--- config.mk ---
export PLATFORM = sky130hd
export DESIGN_NAME = linkPowerCtl
export DESIGN_NICKNAME = d
export VERILOG_FILES = /design/src/rtl/lpc_pkg.sv /design/src/rtl/lpcCtrl.sv /design/src/rtl/lpcGate.sv /design/src/rtl/linkPowerCtl.sv
export SDC_FILE = /design/constraint.sdc
export NUM_CORES = 1
export LEC_CHECK = 0
export CAP_MARGIN = 25
export CORE_MARGIN = 3
export CORE_UTILIZATION = 43
export DETAILED_ROUTE_END_ITERATION = 12
export PLACE_DENSITY = 0.93
export SLEW_MARGIN = 20
export SYNTH_ARGS = -nofsm -noshare
export SYNTH_HDL_FRONTEND = slang
export SYNTH_SLANG_ARGS = --single-unit
--- constraint.sdc ---
create_clock -name clk -period 2.9 [get_ports clk]
set_input_delay 0.58 -clock clk [delete_from_list [all_inputs] [get_ports clk]]
set_output_delay 0.58 -clock clk [all_outputs]
set_load 0.005 [all_outputs]
--- src/rtl/lpc_pkg.sv ---
package lpc_pkg;

  typedef enum logic [1:0] {
    ST_NORMAL   = 2'b00,
    ST_RESET    = 2'b01,
    ST_DISABLED = 2'b10
  } lpcState_e;

  // strobes from the control half to the gating datapath
  typedef struct packed {
    logic passLink;   // interface fully open
    logic clkRun;     // link clock may run
  } lpcStrobe_t;

endpackage

--- src/rtl/lpcCtrl.sv ---
module lpcCtrl
  import lpc_pkg::*;
#(
  parameter int RST_LIMIT   = 20,
  parameter int DIS_LIMIT   = 60,
  parameter int SYNC_STAGES = 2
) (
  input  logic       clk,
  input  logic       rstN,
  input  logic       linkPwrIn,
  output lpcState_e  state,
  output lpcStrobe_t strobe,
  output logic       busResetReq
);

  localparam int CNT_W = $clog2(DIS_LIMIT + 1);
  localparam logic [CNT_W-1:0] RST_CNT = CNT_W'(RST_LIMIT);
  localparam logic [CNT_W-1:0] DIS_CNT = CNT_W'(DIS_LIMIT);

  logic [SYNC_STAGES-1:0] syncQ;
  logic                   pwrSeen;
  logic [CNT_W-1:0]       lowCnt;
  lpcState_e              nextState;

  // input synchronizer, depth picked by parameter
  generate
    if (SYNC_STAGES == 1) begin : g_sync1
      always_ff @(posedge clk or negedge rstN) begin
        if (!rstN) syncQ <= '0;
        else       syncQ <= linkPwrIn;
      end
    end else begin : g_syncN
      always_ff @(posedge clk or negedge rstN) begin
        if (!rstN) syncQ <= '0;
        else       syncQ <= {syncQ[SYNC_STAGES-2:0], linkPwrIn};
      end
    end
  endgenerate

  assign pwrSeen = syncQ[SYNC_STAGES-1];

  // low-duration counter, cleared by any high sample, saturating
  always_ff @(posedge clk or negedge rstN) begin
    if (!rstN)                lowCnt <= '0;
    else if (pwrSeen)         lowCnt <= '0;
    else if (lowCnt != DIS_CNT) lowCnt <= lowCnt + 1'b1;
  end

  always_comb begin
    nextState = state;
    if (pwrSeen)                nextState = ST_NORMAL;
    else if (lowCnt >= DIS_CNT) nextState = ST_DISABLED;
    else if (lowCnt >= RST_CNT && state != ST_DISABLED) nextState = ST_RESET;
  end

  always_ff @(posedge clk or negedge rstN) begin
    if (!rstN) begin
      state       <= ST_DISABLED;
      busResetReq <= 1'b0;
    end else begin
      state       <= nextState;
      busResetReq <= pwrSeen && (state == ST_DISABLED);
    end
  end

  assign strobe.passLink = (state == ST_NORMAL);
  assign strobe.clkRun   = (state != ST_DISABLED);

endmodule

--- src/rtl/lpcGate.sv ---
module lpcGate
  import lpc_pkg::*;
#(
  parameter int CTL_W  = 2,
  parameter int DATA_W = 8
) (
  input  logic              clk,
  input  logic              rstN,
  input  lpcStrobe_t        strobe,
  input  logic [CTL_W-1:0]  phyCtlIn,
  input  logic [DATA_W-1:0] phyDataIn,
  input  logic              linkReqIn,
  output logic [CTL_W-1:0]  linkCtlOut,
  output logic [DATA_W-1:0] linkDataOut,
  output logic              linkReqOut,
  output logic              linkClkOut
);

  logic clkTog;
  logic clkEn;

  assign linkCtlOut  = strobe.passLink ? phyCtlIn  : '0;
  assign linkDataOut = strobe.passLink ? phyDataIn : '0;
  assign linkReqOut  = strobe.passLink & linkReqIn;

  // half-rate clock; enable loads only while the gated clock is low
  always_ff @(posedge clk or negedge rstN) begin
    if (!rstN) begin
      clkTog <= 1'b0;
      clkEn  <= 1'b0;
    end else begin
      clkTog <= ~clkTog;
      if (!clkTog) clkEn <= strobe.clkRun;
    end
  end

  assign linkClkOut = clkTog & clkEn;

endmodule

--- src/rtl/linkPowerCtl.sv ---
module linkPowerCtl
  import lpc_pkg::*;
#(
  parameter int RST_LIMIT   = 20,
  parameter int DIS_LIMIT   = 60,
  parameter int SYNC_STAGES = 2,
  parameter int CTL_W       = 2,
  parameter int DATA_W      = 8
) (
  input  logic              clk,
  input  logic              rstN,
  input  logic              linkPwrIn,
  input  logic [CTL_W-1:0]  phyCtlIn,
  input  logic [DATA_W-1:0] phyDataIn,
  input  logic              linkReqIn,
  output logic [CTL_W-1:0]  linkCtlOut,
  output logic [DATA_W-1:0] linkDataOut,
  output logic              linkReqOut,
  output logic              linkClkOut,
  output logic              busResetReq,
  output logic [1:0]        ifState,
  output logic              linkActive
);

  lpcState_e  state;
  lpcStrobe_t strobe;

  lpcCtrl #(
    .RST_LIMIT  (RST_LIMIT),
    .DIS_LIMIT  (DIS_LIMIT),
    .SYNC_STAGES(SYNC_STAGES)
  ) u_ctrl (
    .clk        (clk),
    .rstN       (rstN),
    .linkPwrIn  (linkPwrIn),
    .state      (state),
    .strobe     (strobe),
    .busResetReq(busResetReq)
  );

  lpcGate #(
    .CTL_W (CTL_W),
    .DATA_W(DATA_W)
  ) u_gate (
    .clk        (clk),
    .rstN       (rstN),
    .strobe     (strobe),
    .phyCtlIn   (phyCtlIn),
    .phyDataIn  (phyDataIn),
    .linkReqIn  (linkReqIn),
    .linkCtlOut (linkCtlOut),
    .linkDataOut(linkDataOut),
    .linkReqOut (linkReqOut),
    .linkClkOut (linkClkOut)
  );

  assign ifState    = state;
  assign linkActive = strobe.passLink;

endmodule

After elaboration in Yosys (flattened, before gate mapping)
Index checks and enable logic that the tools add are counted.
{ "classes": {"muxes": 7, "bitwise_logic": 3, "reduce_logical": 5, "n_addsub": 1, "magnitude_cmp": 2, "eq_ne": 3} }
{ "op_table": {"columns": ["operator", "n"], "rows": [
  ["6-bit two-way mux", 2],
  ["2-bit two-way mux", 4],
  ["8-bit two-way mux", 1],
  ["6-bit by 1-bit adder with 6-bit output (second input constant)", 1],
  ["6-bit by 5-bit greater-or-equal comparator with 1-bit output (second input constant)", 1],
  ["6-bit greater-or-equal comparator (second input constant)", 1],
  ["6-bit inequality test (second input constant)", 1],
  ["3-bit nonzero test", 1],
  ["1-bit AND", 2],
  ["2-bit == test (second input constant)", 1],
  ["1-bit logical AND", 2],
  ["2-bit logical NOT", 1],
  ["2-bit inequality test (second input constant)", 1],
  ["2-bit nonzero test", 1],
  ["1-bit inverter", 1]
]} }
{ "totals": {"inputBits": 14, "out_inout_bits": 16, "regBits": 13} }

Longest topological paths before layout
{ "depth": {"word_depth": 5, "mapped_depth": 5, "depth_no_buf": 5} }

Cells and area by module
A second synthesis with hierarchy kept.
{ "hier_totals": {"cells_unflattened": 64, "hier_area_um2": 665.6} }
{ "by_module_without_submodules": {"columns": ["mod", "cells_each", "area_each_um2", "n_inst", "seq_area_each_um2"], "rows": [
  ["lpcCtrl", 47, 515.5, 1, 276.5],
  ["lpcGate", 17, 150.1, 1, 50.0]
]} }

Least setup slack after synthesis
OpenSTA, ideal clock, no wires.
{ "synth_timing": {"path_type": "flip-flop to output port", "from": "reg u_ctrl.state[0]", "to": "out linkCtlOut[0]", "arrival_ns": 0.925, "t_required_ns": 2.320, "slack_ns": 1.395, "stages_incl_launch_ff": 4, "cell_sequence": "dfrtp_1 -> nor2_1 -> clkbuf_1 -> and2_1"} }
{ "synth_via": {"elab_chain_len": 2} }
{ "synth_lines": {"columns": ["item", "line_no", "text"], "rows": [
  ["start: declaration", "lpcCtrl.sv:11", "output lpcState_e state,"],
  ["start signal: assignment", "lpcCtrl.sv:61", "state <= nextState;"],
  ["2-bit logical NOT", "lpcCtrl.sv:66", "assign strobe.passLink = (state == ST_NORMAL);"],
  ["net linkActive", "linkPowerCtl.sv:22", "output logic linkActive"],
  ["2-bit two-way mux", "lpcGate.sv:22", "assign linkCtlOut = strobe.passLink ? phyCtlIn : '0;"],
  ["end: declaration", "linkPowerCtl.sv:16", "output logic [CTL_W-1:0] linkCtlOut,"]
]} }
The timed path passes the listed nets, and every way through them passes these cells.

Final worst setup path
{ "layout_timing": {"from": "reg u_ctrl.state[0]", "to": "out linkDataOut[1]"} }
{ "layout_via": {"elab_chain_len": 2} }
{ "layout_lines": {"columns": ["item", "line_no", "text"], "rows": [
  ["2-bit logical NOT", "lpcCtrl.sv:66", null],
  ["8-bit two-way mux", "lpcGate.sv:23", "assign linkDataOut = strobe.passLink ? phyDataIn : '0;"],
  ["end: declaration", "linkPowerCtl.sv:17", "output logic [DATA_W-1:0] linkDataOut,"]
]} }
Every way passes these cells.

==> metrics.txt <==
outcome completed; cts repair resizes 0; Critical Path AT between 1.5 and 2 ns; crit start category flop; Post-DRT Antenna Nets 0; Seq/Total Area, Yosys 0.489; area of the multi-input gates between 300 and 400 um2; Ys Warns 0; number of max-cap violations 0; Synth Area in Adders 0.0375; DRC Markers 0; Yosys cell types 25; critical path cell sequence nor2_1 -> and2_1 -> clkdlybuf4s50_1; commonest cells after routing, fill and taps aside clkdlybuf4s50_1, and2_1, dfrtp_1; post-synthesis xor/xnor area fraction 0; Least-Margin Pin Slew 0.552 ns; clock sink count 13; Period minus WS final roughly 2.4 ns; final hold violations 0; area share of the largest cell type after synthesis 0.449; CTS max path bufs 2; antenna violations before repair 0; share of layout cells above drive strength 1 0.101; cell taking the most area after synthesis dfrtp_1; Pre-antenna DRT Iters 4; CP startpoint u_ctrl.state[0]; P per Cell Area approximately 360 nW/um2; DRT iter0 DRCs 7; min-delay src u_ctrl.syncQ[0]; CTS Hold Bufs 0; Net Count, Synth 84; half-perimeter wire length after placement 1190 um; total power 0.356 mW; Post-CTS Setup Bufs 0; root buffer cell clkbuf_4; Critical Path End Type output pin; Avg Cell Area, Syn about 9.8 um2; H-tree Lvls 1; Final nets approximately 120; top cells by area, synth dfrtp_1, and2_1, dfstp_2; Register Area around 330 um2; Global Route Usage Sum 0.164; Clock Skew 0.000642 ns; Synth Register Bits 13; Setup-failing EPs final 0; WP buf/inv 1; area grow syn2layout 47.9%; first-pass GRT wire length between 2000 and 2500 um; worst r2r src u_ctrl.lowCnt[0]; initial cell density of the core 0.483; VDD IR max 0.229 mV; largest family of logic cells by synthesized area simple AND/OR/NAND/NOR gates; commonest non-fill, non-tap cell in the layout clkdlybuf4s50_1; n_diodes 0; count of pins over their slew limit 0; delay-heaviest family, CP simple AND/OR/NAND/NOR gates; IO Port Bufs 29; slowest CP cell clkdlybuf4s50_1; fmax 422 MHz; # fillers 104; total gr overflow 0; chip height 45.4 um; CORE AREA 1380 um2; CP peak stage delay ~0.50 ns; TritonCTS clock tree done; Horiz. Die Dim 45.4 um; Worst EP required 2.32 ns; largest net degree at the start of global routing 14; number of global-route vias before repair 550; RSZ-0062 raised after global routing false; hold crit path type flop to flop; Row Count 13; Worst-path clk slew ~0.07 ns; CP max FO 12; Final Cycle Share 0.818; mux contribution to synthesized area 0.0169; Rel. slew slack 0.631; GPL Wtd Cong 0.832; Static Leakage 0.422 nW; Cell Area, Synth roughly 670 um2; simple-gate share of the synthesized area 0.292; Via density 5.20; drt total wl ~1400 um; Clock Latency Late Sink 0.27 ns; IO Count 30; CP Class flop to output pin; setup TNS 0 ns; Compound-Gate Fraction of Synth Area 0.114; Num CTS Buffers 3; Wirelength per Cell 12.6 um; Syn Inst Count 68; via count 593; die area 2060 um2
-- routing by layer --
metal,up-vias,global-route usage,share of wire
met5,-,0,0
met2,36,0.276,0.46
met3,2,0.0514,0.13
li1,295,-,-
met4,0,0.0526,0.0097
met1,260,0.197,0.40
-- power by group --
group	switching, mW	total [mW]	leakage (nW)	internal (mW)
Sequential	0.00600	0.192	0.161	0.186
Combinational	0.0197	0.0567	0.246	0.0370
Clock	0.0547	0.108	0.0150	0.0532
Total	0.0803	0.356	0.422	0.276
-- area by class of cell --
type | count | area share
clock buffers | 4 | 0.0266
flip-flops and latches | 13 | 0.330
repair buffers | 29 | 0.294
well taps | 15 | 0.0190
multi-input cells | 48 | 0.311
inverters | 5 | 0.0190
-- path summary, 6_finish.rpt --
path,endpoint,slack (ns),cells past startpoint
max in group asynchronous,u_ctrl.state[1],1.87,1
min reg2reg,u_ctrl.syncQ[1],0.35,0
min,u_ctrl.syncQ[1],0.35,0
max,linkDataOut[1],0.53,3
min in group asynchronous,u_ctrl.lowCnt[2],0.67,1
max reg2reg,u_ctrl.lowCnt[1],1.59,5
-- flip-flops by register name, indices dropped and copies added, names as in the netlist --
signal,flops
u_ctrl.busResetReq,1
u_ctrl.state,2
u_ctrl.lowCnt,6
u_gate.clkTog,1
u_ctrl.syncQ,2
u_gate.clkEn,1
-- cells in the mapped netlist --
| library cell | number |
|---|---|
| clkbuf_1 | 1 |
| o21ai_0 | 2 |
| a21boi_2 | 1 |
| and4_1 | 1 |
| nand3_1 | 1 |
| ha_1 | 2 |
| nor2_1 | 6 |
| dfstp_2 | 1 |
| nand2b_1 | 1 |
| dfrtp_1 | 12 |
| a211oi_1 | 2 |
| and3_1 | 1 |
| mux2_2 | 1 |
| and2_1 | 12 |
| nor3_1 | 4 |
| inv_1 | 5 |
| nand4_1 | 1 |
| buf_6 | 1 |
| and4_4 | 1 |
| nand3b_1 | 1 |
| a31oi_1 | 2 |
| a21oi_1 | 3 |
| and3_2 | 2 |
| a211oi_2 | 1 |
| nand2_1 | 3 |
-- worst register-to-register path, delay by kind of cell, from the launching register on --
kind,cells,cell delay [ns]
fa+ha+maj,1,0.31
buf+inv,2,0.19
compound gates,2,0.29
flops,1,0.41
-- metrics by stage --
stage | hold slack [ns] | std cells | cell area, um2 | utilization | worst slack (ns)
6_report | 0.352 | 114 | 988 | 0.715 | 0.528
5_1_grt | 0.363 | 114 | 988 | 0.715 | 0.317
4_1_cts | 0.354 | 114 | 988 | 0.715 | 0.507
3_5_place_dp | 0.337 | 110 | 962 | 0.696 | 0.660
3_3_place_gp | 0.333 | 110 | 962 | 0.696 | 0.653
2_1_floorplan | 0.284 | 68 | 668 | - | 1.40
-- cell families after synthesis --
kind of cell,Yosys count
and+or+nand+nor,34
DFF,13
AOI/OAI and AO/OA,11
buffers and inverters,7
adders and majority gates,2
muxes,1
Note: power is estimated with default switching activity, not from simulation.
